`src/rtl/addsub_cond_pkg.sv`:
```
package addsub_cond_pkg;

  typedef struct packed {
    logic n;
    logic z;
    logic c;
    logic v;
  } flags_t;

  typedef enum logic [3:0] {
    COND_EQ = 4'd0,
    COND_NE = 4'd1,
    COND_CS = 4'd2,
    COND_CC = 4'd3,
    COND_MI = 4'd4,
    COND_PL = 4'd5,
    COND_VS = 4'd6,
    COND_VC = 4'd7,
    COND_HI = 4'd8,
    COND_LS = 4'd9,
    COND_GE = 4'd10,
    COND_LT = 4'd11,
    COND_GT = 4'd12,
    COND_LE = 4'd13,
    COND_AL = 4'd14,
    COND_AX = 4'd15
  } cond_e;

endpackage

```
`src/rtl/addsub_core.sv`:
```
module addsub_core
  import addsub_cond_pkg::*;
#(
  parameter int DATA_W = 32
) (
  input  logic [DATA_W-1:0] a_i,
  input  logic [DATA_W-1:0] b_i,
  input  logic              sub_i,
  output logic [DATA_W-1:0] sum_o,
  output flags_t            flags_o
);
  localparam int MSB = DATA_W - 1;

  logic [DATA_W-1:0] b_eff;
  logic [DATA_W:0]   wide;

  always_comb begin
    // one shared adder: subtract = add inverted operand plus one
    b_eff = sub_i ? ~b_i : b_i;
    wide  = {1'b0, a_i} + {1'b0, b_eff} + {{DATA_W{1'b0}}, sub_i};
    sum_o = wide[MSB:0];
    flags_o.n = wide[MSB];
    flags_o.z = (wide[MSB:0] == '0);
    flags_o.c = wide[DATA_W];
    flags_o.v = (a_i[MSB] == b_eff[MSB]) && (wide[MSB] != a_i[MSB]);
  end

endmodule

```
`src/rtl/flag_store.sv`:
```
module flag_store
  import addsub_cond_pkg::*;
(
  input  logic   clk,
  input  logic   rst,
  input  logic   we_i,
  input  flags_t d_i,
  output flags_t q_o
);

  always_ff @(posedge clk) begin
    if (rst)       q_o <= '0;
    else if (we_i) q_o <= d_i;
  end


  flags_hold_chk: assert property (@(posedge clk) disable iff (rst)
    !we_i |=> $stable(q_o));


  flags_reset_chk: assert property (@(posedge clk)
    rst |=> (q_o == '0));

endmodule

```
`src/rtl/cond_eval.sv`:
```
module cond_eval
  import addsub_cond_pkg::*;
(
  input  flags_t     f_i,
  input  logic [3:0] code_i,
  output logic       pass_o
);

  always_comb begin
    case (code_i)
      COND_EQ: pass_o = f_i.z;
      COND_NE: pass_o = !f_i.z;
      COND_CS: pass_o = f_i.c;
      COND_CC: pass_o = !f_i.c;
      COND_MI: pass_o = f_i.n;
      COND_PL: pass_o = !f_i.n;
      COND_VS: pass_o = f_i.v;
      COND_VC: pass_o = !f_i.v;
      COND_HI: pass_o = f_i.c && !f_i.z;
      COND_LS: pass_o = !f_i.c || f_i.z;
      COND_GE: pass_o = (f_i.n == f_i.v);
      COND_LT: pass_o = (f_i.n != f_i.v);
      COND_GT: pass_o = !f_i.z && (f_i.n == f_i.v);
      COND_LE: pass_o = f_i.z || (f_i.n != f_i.v);
      default: pass_o = 1'b1;
    endcase
  end

endmodule

```
`src/rtl/addsub_cond_unit.sv`:
```
module addsub_cond_unit
  import addsub_cond_pkg::*;
#(
  parameter int DATA_W = 32
) (
  input  logic              clk,
  input  logic              rst,
  input  logic [DATA_W-1:0] op_a,
  input  logic [DATA_W-1:0] op_b,
  input  logic              do_sub,
  input  logic              set_flags,
  input  logic [3:0]        cond_code,
  output logic [DATA_W-1:0] result,
  output logic              flag_n,
  output logic              flag_z,
  output logic              flag_c,
  output logic              flag_v,
  output logic              cond_pass
);
  localparam int MSB = DATA_W - 1;

  logic [DATA_W-1:0] sum_w;
  flags_t            flags_w;
  flags_t            flags_q;

  addsub_core #(.DATA_W(DATA_W)) u_core (
    .a_i    (op_a),
    .b_i    (op_b),
    .sub_i  (do_sub),
    .sum_o  (sum_w),
    .flags_o(flags_w)
  );

  always_ff @(posedge clk) begin
    if (rst) result <= '0;
    else     result <= sum_w;
  end

  flag_store u_flags (
    .clk (clk),
    .rst (rst),
    .we_i(set_flags),
    .d_i (flags_w),
    .q_o (flags_q)
  );

  cond_eval u_cond (
    .f_i   (flags_q),
    .code_i(cond_code),
    .pass_o(cond_pass)
  );

  assign flag_n = flags_q.n;
  assign flag_z = flags_q.z;
  assign flag_c = flags_q.c;
  assign flag_v = flags_q.v;


  result_math_chk: assert property (@(posedge clk) disable iff (rst)
    1'b1 |=> (result == ($past(do_sub) ? $past(op_a) - $past(op_b)
                                       : $past(op_a) + $past(op_b))));


  neg_bit_chk: assert property (@(posedge clk) disable iff (rst)
    set_flags |=> (flag_n == result[MSB]));


  zero_flag_chk: assert property (@(posedge clk) disable iff (rst)
    set_flags |=> (flag_z == (result == '0)));


  no_borrow_chk: assert property (@(posedge clk) disable iff (rst)
    (set_flags && do_sub) |=> (flag_c == ($past(op_a) >= $past(op_b))));


  always_pass_chk: assert property (@(posedge clk) disable iff (rst)
    (cond_code[3:1] == 3'b111) |-> cond_pass);

endmodule

```
`config.mk`:
```
export PLATFORM = sky130hd
export DESIGN_NAME = addsub_cond_unit
export DESIGN_NICKNAME = d
export VERILOG_FILES = /design/src/rtl/addsub_cond_pkg.sv /design/src/rtl/addsub_core.sv /design/src/rtl/flag_store.sv /design/src/rtl/cond_eval.sv /design/src/rtl/addsub_cond_unit.sv
export SDC_FILE = /design/constraint.sdc
export NUM_CORES = 1
export LEC_CHECK = 0
export BUFFER_PORTS_ARGS = -buffer_cell sky130_fd_sc_hd__buf_2
export CORE_MARGIN = 1.5
export CORE_UTILIZATION = 25
export CTS_BUF_LIST = sky130_fd_sc_hd__clkbuf_4 sky130_fd_sc_hd__clkbuf_8
export CTS_CLUSTER_SIZE = 30
export DETAILED_ROUTE_END_ITERATION = 6
export PLACE_DENSITY_LB_ADDON = 0.15
export SLEW_MARGIN = 10
export SYNTH_ARGS = -nofsm -noshare
export SYNTH_HDL_FRONTEND = slang
export SYNTH_SLANG_ARGS = --single-unit
```
`constraint.sdc`:
```
create_clock -name clk -period 7.3 [get_ports clk]
set_clock_uncertainty 0.1 [all_clocks]
set_input_delay 0.365 -clock clk [delete_from_list [all_inputs] [get_ports clk]]
set_output_delay 0.365 -clock clk [all_outputs]
set_load 0.005 [all_outputs]
```
== Yosys cells after proc, flatten, opt, wreduce, memory -nomap -nowiden ==
Cells that the tools add are included.

* Add/sub/neg operators: 2
* Equality and inequality tests: 17
* Multiplexer cells: 2
* Bitwise operators: 1
* Reduce and logical (&&, ||, !) cells: 11

{| class="wikitable"
|+ Operators with widths
! operator !! count
|-
| adder 32 x 32 -> 33 bit || 1
|-
| adder 33 x 1 -> 33 bit || 1
|-
| zero test 32 bit || 1
|-
| 2-to-1 mux 32 bit || 1
|-
| inverter 32 bit || 1
|-
| == test 4 bit, second input constant || 6
|-
| == test 4 x 3 -> 1 bit, second input constant || 4
|-
| one-hot mux 1 bit (14 select lines) || 1
|-
| == test 4 x 2 -> 1 bit, second input constant || 2
|-
| == test 4 x 1 -> 1 bit, second input constant || 1
|-
| zero test 1 bit || 4
|-
| zero test 4 bit || 1
|-
| logical AND 1 bit || 3
|-
| == test 1 bit || 2
|-
| logical OR 1 bit || 2
|-
| != test 1 bit || 2
|}

* Register bits: 36
* Input bits: 72
* Word-level logic and storage cells: 38

== Longest topological paths before layout ==
Gate-level depths: netlist of the first run.

* Depth after elaboration: 6
* Depth in mapped cells: 15
* Mapped depth without buffers: 13

== Cells and area by module ==
A second synthesis of the first run with hierarchy kept.

* Cells, all modules: 399
* Area total of the unflattened synthesis: 3,271.9 um^2

{| class="wikitable"
|+ Modules (own cells, without submodules)
! module !! times used !! cells an instance !! area each (um^2) !! seq. area each (um^2)
|-
| addsub_core || 1 || 296 || 2,103.3 || 0.0
|-
| addsub_cond_unit || 1 || 67 || 863.3 || 640.6
|-
| cond_eval || 1 || 23 || 165.2 || 0.0
|-
| flag_store || 1 || 13 || 140.1 || 80.1
|}

== Worst setup path after synthesis of the first run ==
OpenSTA, ideal clock, no wires.

* Path type: input-to-reg
* Start point: input do_sub
* End point: register u_flags.q_o[2] (netlist bit)
* Library setup time: 69 ps
* Arrival: 3,565 ps
* Slack: 3,566 ps
* Stages: 15
* Buffers on the path: 3
* Cells stage by stage: clkbuf_1 > buf_1 > xor2_1 > ha_1 > clkbuf_1 > nand2_1 > o21ai_1 > a2111oi_0 > o41ai_1 > a21oi_1 > xnor2_1 > or4_1 > nor4_1 > nand4_1 > o21ai_1

* Cells in the longest elaborated chain, start to end: 4

{| class="wikitable"
|+ RTL lines
! item !! RTL line !! RTL
|-
| start, declared || addsub_cond_unit.sv:10 || <nowiki>input logic do_sub,</nowiki>
|-
| 2-to-1 mux 32 bit || addsub_core.sv:19 || <nowiki>b_eff = sub_i ? ~b_i : b_i;</nowiki>
|-
| adder 32 x 32 -> 33 bit || addsub_core.sv:20 || <nowiki>wide = {1'b0, a_i} + {1'b0, b_eff} + {{DATA_W{1'b0}}, sub_i};</nowiki>
|-
| adder 33 x 1 -> 33 bit (*) || addsub_core.sv:20 ||
|-
| zero test 32 bit (*) || addsub_core.sv:23 || <nowiki>flags_o.z = (wide[MSB:0] == '0);</nowiki>
|-
| end signal, assigned || flag_store.sv:13 || <nowiki>else if (we_i) q_o <= d_i;</nowiki>
|-
| end, declared || flag_store.sv:8 || <nowiki>output flags_t q_o</nowiki>
|}

Mark *: on every way between the ends. The rest lies on a longest branch, timed or not.
A chain may end at the register's enable or synchronous reset.

== Final worst setup path of the first run ==
Ends and elaborated chain as after synthesis.

==> results of run 1 <==
==> how the worst max path moves through the flow <==
stage | startpoint | end | slack (ns)
5_1_grt | do_sub | u_flags.q_o[2] | 2.86
3_5_place_dp | do_sub | u_flags.q_o[2] | 2.90
4_1_cts | do_sub | u_flags.q_o[2] | 3.16
2_1_floorplan | do_sub | u_flags.q_o[2] | 3.57
6_report | do_sub | u_flags.q_o[2] | 3.24
3_3_place_gp | do_sub | u_flags.q_o[2] | 3.00
==> placed cells by master, fill, tap and decap left out, types with 2 or more instances in the layout <==
| cell type | instances |
|---|---|
| buf_2 | 108 |
| and2_1 | 3 |
| nor4_1 | 2 |
| nor2_1 | 47 |
| o31a_1 | 2 |
| and3_1 | 2 |
| o2111ai_1 | 3 |
| o31ai_1 | 2 |
| nand4_1 | 11 |
| or2_2 | 2 |
| a21o_1 | 12 |
| o21ai_0 | 15 |
| a31oi_1 | 7 |
| a21oi_2 | 3 |
| xor2_1 | 46 |
| nand4b_1 | 2 |
| o21ai_1 | 4 |
| o211ai_1 | 6 |
| inv_1 | 10 |
| or4_1 | 2 |
| a211oi_1 | 2 |
| or3_1 | 2 |
| o21a_1 | 5 |
| o21bai_1 | 2 |
| nand2b_1 | 5 |
| o22ai_1 | 2 |
| clkbuf_8 | 5 |
| xnor2_1 | 14 |
| nor2b_1 | 16 |
| a21oi_1 | 44 |
| nand2_1 | 35 |
| a2111oi_0 | 2 |
| ha_1 | 34 |
| nor3_1 | 11 |
| dfxtp_1 | 36 |
| nand3_1 | 8 |
==> cell type report <==
type	instances	area, µm²	share of cell area (%)
Multi-Input combinational cell	372	2540	60.9
Tap cell	176	220	5.28
Inverter	10	37.5	0.900
Timing Repair Buffer	108	541	13.0
Clock buffer	5	68.8	1.65
Clock inverter	3	42.5	1.02
Sequential cell	36	721	17.3
==> Yosys cell counts, types with 3 or more instances <==
library cell / instances
o2111ai_1: 3
clkbuf_1: 12
inv_1: 10
a21oi_1: 44
a21o_1: 12
nand2_1: 35
xor2_1: 46
a21oi_2: 3
nor2b_1: 16
nor2_1: 47
dfxtp_1: 36
xnor2_1: 14
buf_1: 4
and2_1: 3
nor3_1: 11
a31oi_1: 7
ha_1: 34
nand2b_1: 5
nand4_1: 11
o21ai_0: 15
o21a_1: 5
o211ai_1: 6
o21ai_1: 4
nand3_1: 8
==> layer usage <==
| metal | part of all wire (%) | up-vias | global-route usage, % |
|---|---|---|---|
| li1 | - | 1754 | - |
| met1 | 50 | 1547 | 19.9 |
| met2 | 45 | 84 | 22.8 |
| met3 | 4.7 | 8 | 1.77 |
| met4 | 0.72 | 0 | 2.71 |
| met5 | 0 | - | 0 |
==> flip-flops by register name, indices dropped and copies added, names as in the netlist <==
register and cells:
u_flags.q_o 4, result 32
==> cells by family after synthesis <==
logic type                 after synthesis  synth area share (%)
and+or+nand+nor                        155                  22.7
xor gates and xnor gates                60                  15.6
buffers and inverters                   28                  3.20
AOI/OAI and AO/OA                      120                  22.5
muxes                                    2                  1.34
adders and majority gates               35                  13.2
DFF                                     36                  21.4
==> power by group through the flow <==
stage	sequential [W]	clock (W)	combinational, W
floorplan	0.000252	0	0.000278
global placement	0.000246	0	0.000422
detailed placement	0.000247	0	0.000423
CTS	0.000242	0.000182	0.000424
global route	0.000246	0.000190	0.000473
finish	0.000241	0.000177	0.000421
==> worst max-delay path, stage by stage <==
cell	delay, ns
buf_2	0.71
xor2_1	0.25
inv_1	0.09
fa_1	0.42
nand2b_2	0.21
a211oi_2	0.29
nor4_2	0.14
or3_1	0.38
nand4b_1	0.13
nand4_1	0.10
or4_1	0.53
nor4_1	0.30
nand4_1	0.12
o21ai_1	0.15
==> metrics by stage <==
step                utilization (%)  hold WS, ns  instances  setup WS [ns]
floorplan                         -        0.363        436           3.57
global placement               30.8        0.397        702           3.00
detailed placement             30.8        0.402        702           2.90
CTS                            31.6        0.269        710           3.16
global route                   31.6        0.283        710           2.86
finish                         31.6        0.276        710           3.24
==> metrics.csv, run 1 <==
stage;metric;value;unit
run_status;status;completed;
final_layout;drive_above_1_share;24.0;%
clock_tree;post-cts-setup-buffers;0;
setup_path;worstPathArrival;4.18;ns
final_layout;nFillCells;1458;
setup_path;crit_required;7.42;ns
placed_design;dp_hpwl;8300;µm
clock_tree;holdBufCountCts;0;
sta;finalSetupViolations;0;
logic_synthesis;synth_top_flop_cell;dfxtp_1;
die;io_pins;109;
pwr;combPwrFrac;50.1;%
final_layout;diodes;0;
sta;rsz0062_at_grt;no;
logic_synthesis;synthesis.area;3370;µm²
global_routing;grt-ovfl-total;0;
placed_design;place.gp.congestion;0.882;
setup_path;r2r_start;u_flags.q_o[0];
setup_path;cp_max_fo;32;
clock_tree;clk_path_buf_depth;2;
pwr;max-vdd-ir-drop;0.0584;mV
clock_tree;root_buffer;clkbuf_8;
min_path;min_delay_worst_endpoint;u_flags.q_o[3];
pwr;power_frac_seq;28.7;%
pwr;p_leak;1.90;nW
die;die-area;14200;µm²
clock_tree;insertion_delay;0.28;ns
logic_synthesis;syn_nets;543;
flow_run;cap_viol_max_count;0;
pwr;pwr-share-clk;21.1;%
setup_path;worstSetupPathType;in -> reg;
die;die_w;119;µm
logic_synthesis;avgSynthCellArea;7.72;µm²
final_layout;fin_area;4170;µm²
die;core_area;13200;µm²
detailed_routing;drt_iter0_drc;189;
sta;tightestPinTransition;0.943;ns
detailed_routing;drtAntennaViolNets;0;
setup_path;reg2reg_depth;3;
sta;relSlewSlack;37.2;%
die;rows;42;
die;fp.dieH;119;µm
sta;min_period;4.06;ns
sta;finalCritPeriodShare;55.6;%
logic_synthesis;synth_edf_count;0;
logic_synthesis;yosysSeqAreaShare;21.4;%
detailed_routing;viasPerCell;4.78;
logic_synthesis;synth_area_leaders;dfxtp_1 21%, ha_1 13%, xor2_1 12%;
global_routing;grt_max_degree;38;
sta;tns;0;ns
logic_synthesis;syn-instance-count;436;
pwr;p_total;0.000839;W
detailed_routing;drc_errors;0;
clock_tree;cts_resized;0;
logic_synthesis;yosysUniqueCellTypes;56;
logic_synthesis;synth_top_area_cell;dfxtp_1;
sta;timing.final.hold_violations;0;
clock_tree;cts_made_buffers;5;
pwr;power_switching_share;39.4;%
placed_design;portBuffers;108;
logic_synthesis;yosysTopAreaCellShare;21.4;%
final_layout;nNetsFinal;640;
die;initial_utilization;25.5;%
detailed_routing;wl_per_cell;14.0;µm
global_routing;antenna_found_initial;0;
clock_tree;cts_tree;done;
logic_synthesis;synth-seq-cells;36;
min_path;holdPathStages;2;
clock_tree;cts.clk_slew.worst_paths;0.08;ns
detailed_routing;dr.pass1.iters;4;
min_path;hold_path.startpoint;set_flags;
setup_path;critPathLaunchType;input port;
global_routing;grt_usage;14.0;%
placed_design;placed_cell_area;4060;µm²
final_layout;area_growth;23.8;%
sta;max_freq;246;MHz
clock_tree;cts.sinks;36;
setup_path;endpoint_kind;register;
global_routing;grt_pass1_vias;3316;
logic_synthesis;yosys_warnings;0;
pwr;internal_power;0.000509;W
setup_path;reg2reg_to;u_flags.q_o[0];
min_path;holdCritPathClass;in -> reg;
setup_path;r2r_slack;6.41;ns
sta;slew_violations;0;
clock_tree;htreeDepth;2;
logic_synthesis;async_flop_share;0;%
pwr;power_per_cell_area;201;nW/µm²
detailed_routing;vias;3393;
pwr;p_switching;0.000331;W
global_routing;grt_pass1_wl;16300;µm
detailed_routing;routed_wl;9930;µm
No activity file was read; power rests on OpenSTA's default activity.
==> run 2, diff against run 1 <==
==> constraint.sdc (replaced) <==
create_clock -name clk -period 3.57 [get_ports clk]
set_clock_uncertainty 0.1 [all_clocks]
set_input_delay 0.1785 -clock clk [delete_from_list [all_inputs] [get_ports clk]]
set_output_delay 0.1785 -clock clk [all_outputs]
set_load 0.005 [all_outputs]
==> metrics.csv, run 2 (synthesis gave the netlist of run 1 again) <==
stage;metric;value;unit;change
die;io_pins;109;;unchanged
final_layout;final_common_cell;buf_2;;unchanged
die;core_area;13200;µm²;unchanged
pwr;combPwrFrac;55.4;%;was 50.1%
setup_path;worstSetupPathType;in -> reg;;unchanged
flow_run;cap_viol_max_count;0;;unchanged
detailed_routing;vias;3567;;was 3393
pwr;p_switching;0.000684;W;was 0.000331 W
sta;timing.final.hold_violations;0;;unchanged
pwr;max-vdd-ir-drop;0.123;mV;was 0.0584 mV
placed_design;portBuffers;108;;unchanged
clock_tree;htreeDepth;2;;unchanged
clock_tree;insertion_delay;0.28;ns;about the same
detailed_routing;wl_per_cell;13.8;µm;was 14.0 µm
clock_tree;cts_tree;done;;unchanged
sta;tightestPinTransition;0.679;ns;was 0.943 ns
sta;relSlewSlack;54.8;%;was 37.2%
min_path;holdPathStages;2;;unchanged
setup_path;critPathLaunchType;input port;;unchanged
sta;tns;0;ns;unchanged
pwr;pwr-share-clk;16.2;%;was 21.1%
setup_path;reg2reg_depth;3;;unchanged
final_layout;nNetsFinal;682;;was 640
detailed_routing;dr.pass1.iters;6;;was 4
setup_path;endpoint_kind;register;;unchanged
pwr;p_leak;2.10;nW;was 1.90 nW
global_routing;grt_pass1_vias;3531;;was 3316
sta;slew_violations;0;;unchanged
pwr;power_switching_share;39.3;%;was 39.4%
sta;rsz0062_at_grt;no;;unchanged
clock_tree;clk_path_buf_depth;2;;unchanged
min_path;holdCritPathClass;in -> reg;;unchanged
setup_path;crit_buf_inv;3;;was 2
sta;hold_slack;0.0983;ns;was 0.276 ns
clock_tree;holdBufCountCts;0;;unchanged
setup_path;worstPathArrival;3.40;ns;was 4.18 ns
final_layout;largest_reg_flops;32;;unchanged
final_layout;largest-register;result;;unchanged
pwr;p_total;0.00174;W;was 0.000839 W
final_layout;layout_common_cells;108 x buf_2, 47 x nor2_1, 46 x xor2_1;;unchanged
detailed_routing;drtAntennaViolNets;0;;unchanged
final_layout;top_regs;result: 32 flops, u_flags.q_o: 4 flops;;unchanged
setup_path;max_stage_delay;0.50;ns;was 0.71 ns
global_routing;antenna_found_initial;0;;unchanged
clock_tree;cts_resized;0;;unchanged
clock_tree;post-cts-setup-buffers;0;;unchanged
die;die-area;14200;µm²;unchanged
global_routing;grt_max_degree;38;;unchanged
final_layout;multi_input_area;2540;µm²;unchanged
detailed_routing;viasPerCell;4.75;;was 4.78
final_layout;ff_latch_area;721;µm²;unchanged
placed_design;place.gp.congestion;0.879;;was 0.882
setup_path;critPathTopFamily;simple AND/OR/NAND/NOR gates;;unchanged
die;die_w;119;µm;unchanged
clock_tree;cts.sinks;36;;unchanged
sta;finalSetupViolations;0;;unchanged
pwr;power_per_cell_area;390;nW/µm²;was 201 nW/µm²
sta;finalCritPeriodShare;91.6;%;
final_layout;postLayoutCoreUtil;33.9;%;was 31.6%
sta;min_period;3.27;ns;
setup_path;cp_max_fo;16;;was 32
global_routing;grt_usage;14.5;%;was 14.0%
pwr;power_frac_seq;28.4;%;was 28.7%
setup_path;crit_required;3.69;ns;was 7.42 ns
setup_path;cp.depth;15;;was 14
die;initial_utilization;25.5;%;unchanged
run_status;status;completed;;unchanged
placed_design;dp_hpwl;9000;µm;was 8300 µm
sta;max_freq;306;MHz;
die;fp.dieH;119;µm;unchanged
final_layout;nFillCells;1452;;was 1458
setup_path;cp_slowest_cell;or4_1;;was buf_2
final_layout;diodes;0;;unchanged
die;rows;42;;unchanged
clock_tree;root_buffer;clkbuf_8;;unchanged
global_routing;grt_pass1_wl;17000;µm;was 16300 µm
detailed_routing;drc_errors;0;;unchanged
pwr;internal_power;0.00106;W;was 0.000509 W
detailed_routing;drt_iter0_drc;226;;was 189
clock_tree;cts_made_buffers;5;;unchanged
final_layout;area_growth;32.7;%;was 23.8%
final_layout;drive_above_1_share;29.4;%;was 24.0%
detailed_routing;routed_wl;10300;µm;was 9930 µm
global_routing;grt-ovfl-total;0;;unchanged
clock_tree;cts.clk_slew.worst_paths;0.07;ns;was 0.08 ns
setup_path;path_cells;buf_2 -> buf_12 -> xor2_1 -> ha_1 -> nor2_1 -> a211oi_2 -> buf_4 -> o31a_1 -> a31o_1 -> or4_1 -> a31oi_1 -> nand4b_1 -> nor4_1 -> nand4_1 -> o21ai_1;;was buf_2 -> xor2_1 -> inv_1 -> fa_1 -> nand2b_2 -> a211oi_2 -> nor4_2 -> or3_1 -> nand4b_1 -> nand4_1 -> or4_1 -> nor4_1 -> nand4_1 -> o21ai_1
run 2: changes by cell type in the layout (fill, tap and decap cells not counted):
cell	previous run	this run
buf_4	0	41
buf_12	0	1
bufinv_16	1	0
clkbuf_4	0	1
clkinvlp_4	1	0
run 2: worst paths after layout:
| kind | from | endpoint | slack (ns) |
|---|---|---|---|
| setup / recovery | do_sub | u_flags.q_o[2] | 0.30 |
| hold / removal | set_flags | u_flags.q_o[1] | 0.1 |
| setup reg to reg | u_flags.q_o[0] | u_flags.q_o[0] | 2.67 |
| hold reg to reg | u_flags.q_o[1] | u_flags.q_o[1] | 0.42 |
run 2: layer usage:
metal,part of all wire [%],wire (µm),up-vias,global-route usage [%]
li1,-,-,1835,-
met1,50,5190,1614,20.4
met2,44,4530,104,23.3
met3,4.9,503,14,2.06
met4,1.3,132,0,3.84
met5,0,0,-,0
run 2: final cells by class:
class / instances / area share, %
clock buffer: 6 / 1.71
clock inverter: 1 / 0.112
inverter: 10 / 0.840
multi-input combinational: 372 / 56.8
sequential: 36 / 16.1
tap: 176 / 4.93
timing repair buffer: 150 / 19.4
run 2: per-stage QoR:
step,cell area [µm²],std cells,setup slack [ns]
floorplan,3370,436,0.0224
global placement,4390,744,0.0442
detailed placement,4390,744,0.00833
CTS,4470,751,0.306
global route,4470,751,0.0959
finish,4470,751,0.298
run 2: power by group through the flow:
stage | Sequential, W | Clock [W] | Combinational, W
2_1_floorplan | 0.000516 | 0 | 0.000568
3_3_place_gp | 0.000504 | 0 | 0.000965
4_1_cts | 0.000496 | 0.000291 | 0.000972
3_5_place_dp | 0.000505 | 0 | 0.000968
6_report | 0.000495 | 0.000282 | 0.000964
5_1_grt | 0.000502 | 0.000311 | 0.00108
==> run 3, diff against run 2 <==
--- a/config.mk
+++ b/config.mk
@@ -11,7 +11,7 @@
 export CTS_BUF_LIST = sky130_fd_sc_hd__clkbuf_4 sky130_fd_sc_hd__clkbuf_8
 export CTS_CLUSTER_SIZE = 30
 export DETAILED_ROUTE_END_ITERATION = 6
-export PLACE_DENSITY_LB_ADDON = 0.15
+export PLACE_DENSITY = 0.47
 export SLEW_MARGIN = 10
 export SYNTH_ARGS = -nofsm -noshare
 export SYNTH_HDL_FRONTEND = slang
==> metrics.csv, run 3 (synthesis gave the netlist of run 1 again) <==
stage;metric;value;unit;change
clock_tree;holdBufCountCts;0;;unchanged
final_layout;layout_common_cells;108 x buf_2, 47 x nor2_1, 46 x xor2_1;;unchanged
clock_tree;post-cts-setup-buffers;0;;unchanged
pwr;power_frac_seq;28.4;%;about the same
sta;relSlewSlack;56.6;%;was 54.8%
global_routing;busiest_layer;met2;;unchanged
setup_path;worstPathArrival;3.40;ns;about the same
clock_tree;cts_tree;done;;unchanged
clock_tree;cts.clk_slew.worst_paths;0.07;ns;about the same
final_layout;drive_above_1_share;29.4;%;unchanged
sta;min_period;3.28;ns;was 3.27 ns
final_layout;largest-register;result;;unchanged
global_routing;gr-usage-met3;2.44;%;was 2.06%
setup_path;crit_required;3.69;ns;about the same
sta;finalCritPeriodShare;91.9;%;was 91.6%
sta;max_freq;305;MHz;was 306 MHz
die;rows;42;;unchanged
final_layout;diodes;0;;unchanged
die;core_area;13200;µm²;unchanged
clock_tree;cts_made_buffers;5;;unchanged
final_layout;nNetsFinal;681;;was 682
detailed_routing;drt_iter0_drc;182;;was 226
global_routing;antenna_found_initial;0;;unchanged
clock_tree;cts.sinks;36;;unchanged
sta;slew_violations;0;;unchanged
die;io_pins;109;;unchanged
global_routing;grt_usage;14.3;%;was 14.5%
clock_tree;insertion_delay;0.28;ns;about the same
clock_tree;cts_resized;0;;unchanged
sta;timing.final.hold_violations;0;;unchanged
global_routing;grt_pass1_vias;3489;;was 3531
global_routing;grt_pass1_wl;16800;µm;was 17000 µm
setup_path;cp_max_fo;14;;was 16
final_layout;final_common_cell;buf_2;;unchanged
placed_design;place.gp.congestion;0.884;;was 0.879
placed_design;portBuffers;108;;unchanged
die;die_w;119;µm;unchanged
setup_path;worstSetupPathType;in -> reg;;unchanged
global_routing;grt_max_degree;38;;unchanged
detailed_routing;vias;3468;;was 3567
sta;tns;0;ns;unchanged
detailed_routing;viasPerCell;4.62;;was 4.75
final_layout;top_regs;result: 32 flops, u_flags.q_o: 4 flops;;unchanged
detailed_routing;dr.pass1.iters;5;;was 6
pwr;power_switching_share;39.0;%;was 39.3%
pwr;p_switching;0.000683;W;was 0.000684 W
sta;tightestPinTransition;0.650;ns;was 0.679 ns
final_layout;ff_latch_area;721;µm²;unchanged
sta;worst_slack;0.289;ns;was 0.298 ns
die;initial_utilization;25.5;%;unchanged
flow_run;cap_viol_max_count;0;;unchanged
final_layout;area_growth;32.9;%;was 32.7%
min_path;holdCritPathClass;in -> reg;;unchanged
final_layout;multi_input_area;2540;µm²;unchanged
detailed_routing;drtAntennaViolNets;0;;unchanged
sta;finalSetupViolations;0;;unchanged
pwr;internal_power;0.00107;W;was 0.00106 W
pwr;combPwrFrac;54.4;%;was 55.4%
clock_tree;root_buffer;clkbuf_8;;unchanged
placed_design;place_ws;-0.0139;ns;was 0.00833 ns
pwr;max-vdd-ir-drop;0.156;mV;was 0.123 mV
clock_tree;htreeDepth;2;;unchanged
run_status;status;completed;;unchanged
detailed_routing;drc_errors;0;;unchanged
detailed_routing;routed_wl;9940;µm;was 10300 µm
sta;rsz0062_at_grt;no;;unchanged
global_routing;grt_use_met1;20.5;%;was 20.4%
pwr;p_total;0.00175;W;was 0.00174 W
setup_path;critPathLaunchType;input port;;unchanged
pwr;p_leak;2.10;nW;about the same
global_routing;met2_usage;22.5;%;was 23.3%
final_layout;largest_reg_flops;32;;unchanged
die;die-area;14200;µm²;unchanged
final_layout;nFillCells;1446;;was 1452
placed_design;dp_hpwl;8660;µm;was 9000 µm
clock_tree;clk_path_buf_depth;2;;unchanged
detailed_routing;wl_per_cell;13.2;µm;was 13.8 µm
die;fp.dieH;119;µm;unchanged
global_routing;grt-ovfl-total;0;;unchanged
pwr;pwr-share-clk;17.3;%;was 16.2%
pwr;power_per_cell_area;392;nW/µm²;was 390 nW/µm²
setup_path;endpoint_kind;register;;unchanged
run 3: cell types whose count changed in the layout (fill, tap and decap cells not counted), sizes merged:
| cell | delta |
|---|---|
| buf | -1 |
| inv | +1 |
run 3: layout make-up:
class	instances	area share (%)
clock buffer	6	1.85
clock inverter	2	0.308
inverter	10	0.839
multi-input combinational	372	56.7
sequential	36	16.1
tap	176	4.92
timing repair buffer	149	19.2
run 3: worst max-delay path, cell delays in order:
cell	delay, ns
buf_2	0.16
buf_12	0.17
xor2_1	0.16
ha_1	0.34
a21oi_1	0.19
buf_4	0.14
o211ai_1	0.07
a2111oi_0	0.49
a21oi_1	0.19
a311o_1	0.37
xnor2_1	0.27
o2111ai_1	0.17
nor4_1	0.21
nand4_1	0.13
o21ai_1	0.15
run 3: through the flow:
stage,instance area (µm²),std cells,hold slack (ns),util [%]
2_1_floorplan,3370,436,0.233,-
3_3_place_gp,4380,743,0.390,33.2
3_5_place_dp,4380,743,0.398,33.2
4_1_cts,4470,751,0.0970,33.9
5_1_grt,4470,751,0.108,33.9
6_report,4470,751,0.101,33.9
run 3: worst paths after layout:
kind	slack, ns	cells after the start	from	endpoint
max	0.29	15	do_sub	u_flags.q_o[2]
min	0.10	2	set_flags	u_flags.q_o[3]
max reg2reg	2.68	3	u_flags.q_o[0]	u_flags.q_o[0]
min reg2reg	0.41	2	u_flags.q_o[2]	u_flags.q_o[2]
run 3: power by group through the flow:
stage | sequential, W | combinational, W | clock (W)
6_report | 0.000498 | 0.000954 | 0.000303
5_1_grt | 0.000505 | 0.00107 | 0.000334
4_1_cts | 0.000498 | 0.000959 | 0.000310
3_5_place_dp | 0.000508 | 0.000954 | 0
3_3_place_gp | 0.000506 | 0.000957 | 0
2_1_floorplan | 0.000516 | 0.000568 | 0
run 3: routing by layer:
metal	wire length (µm)	up-vias
li1	-	1836
met3	512	10
met1	5130	1524
met5	0	-
met4	109	0
met2	4190	98
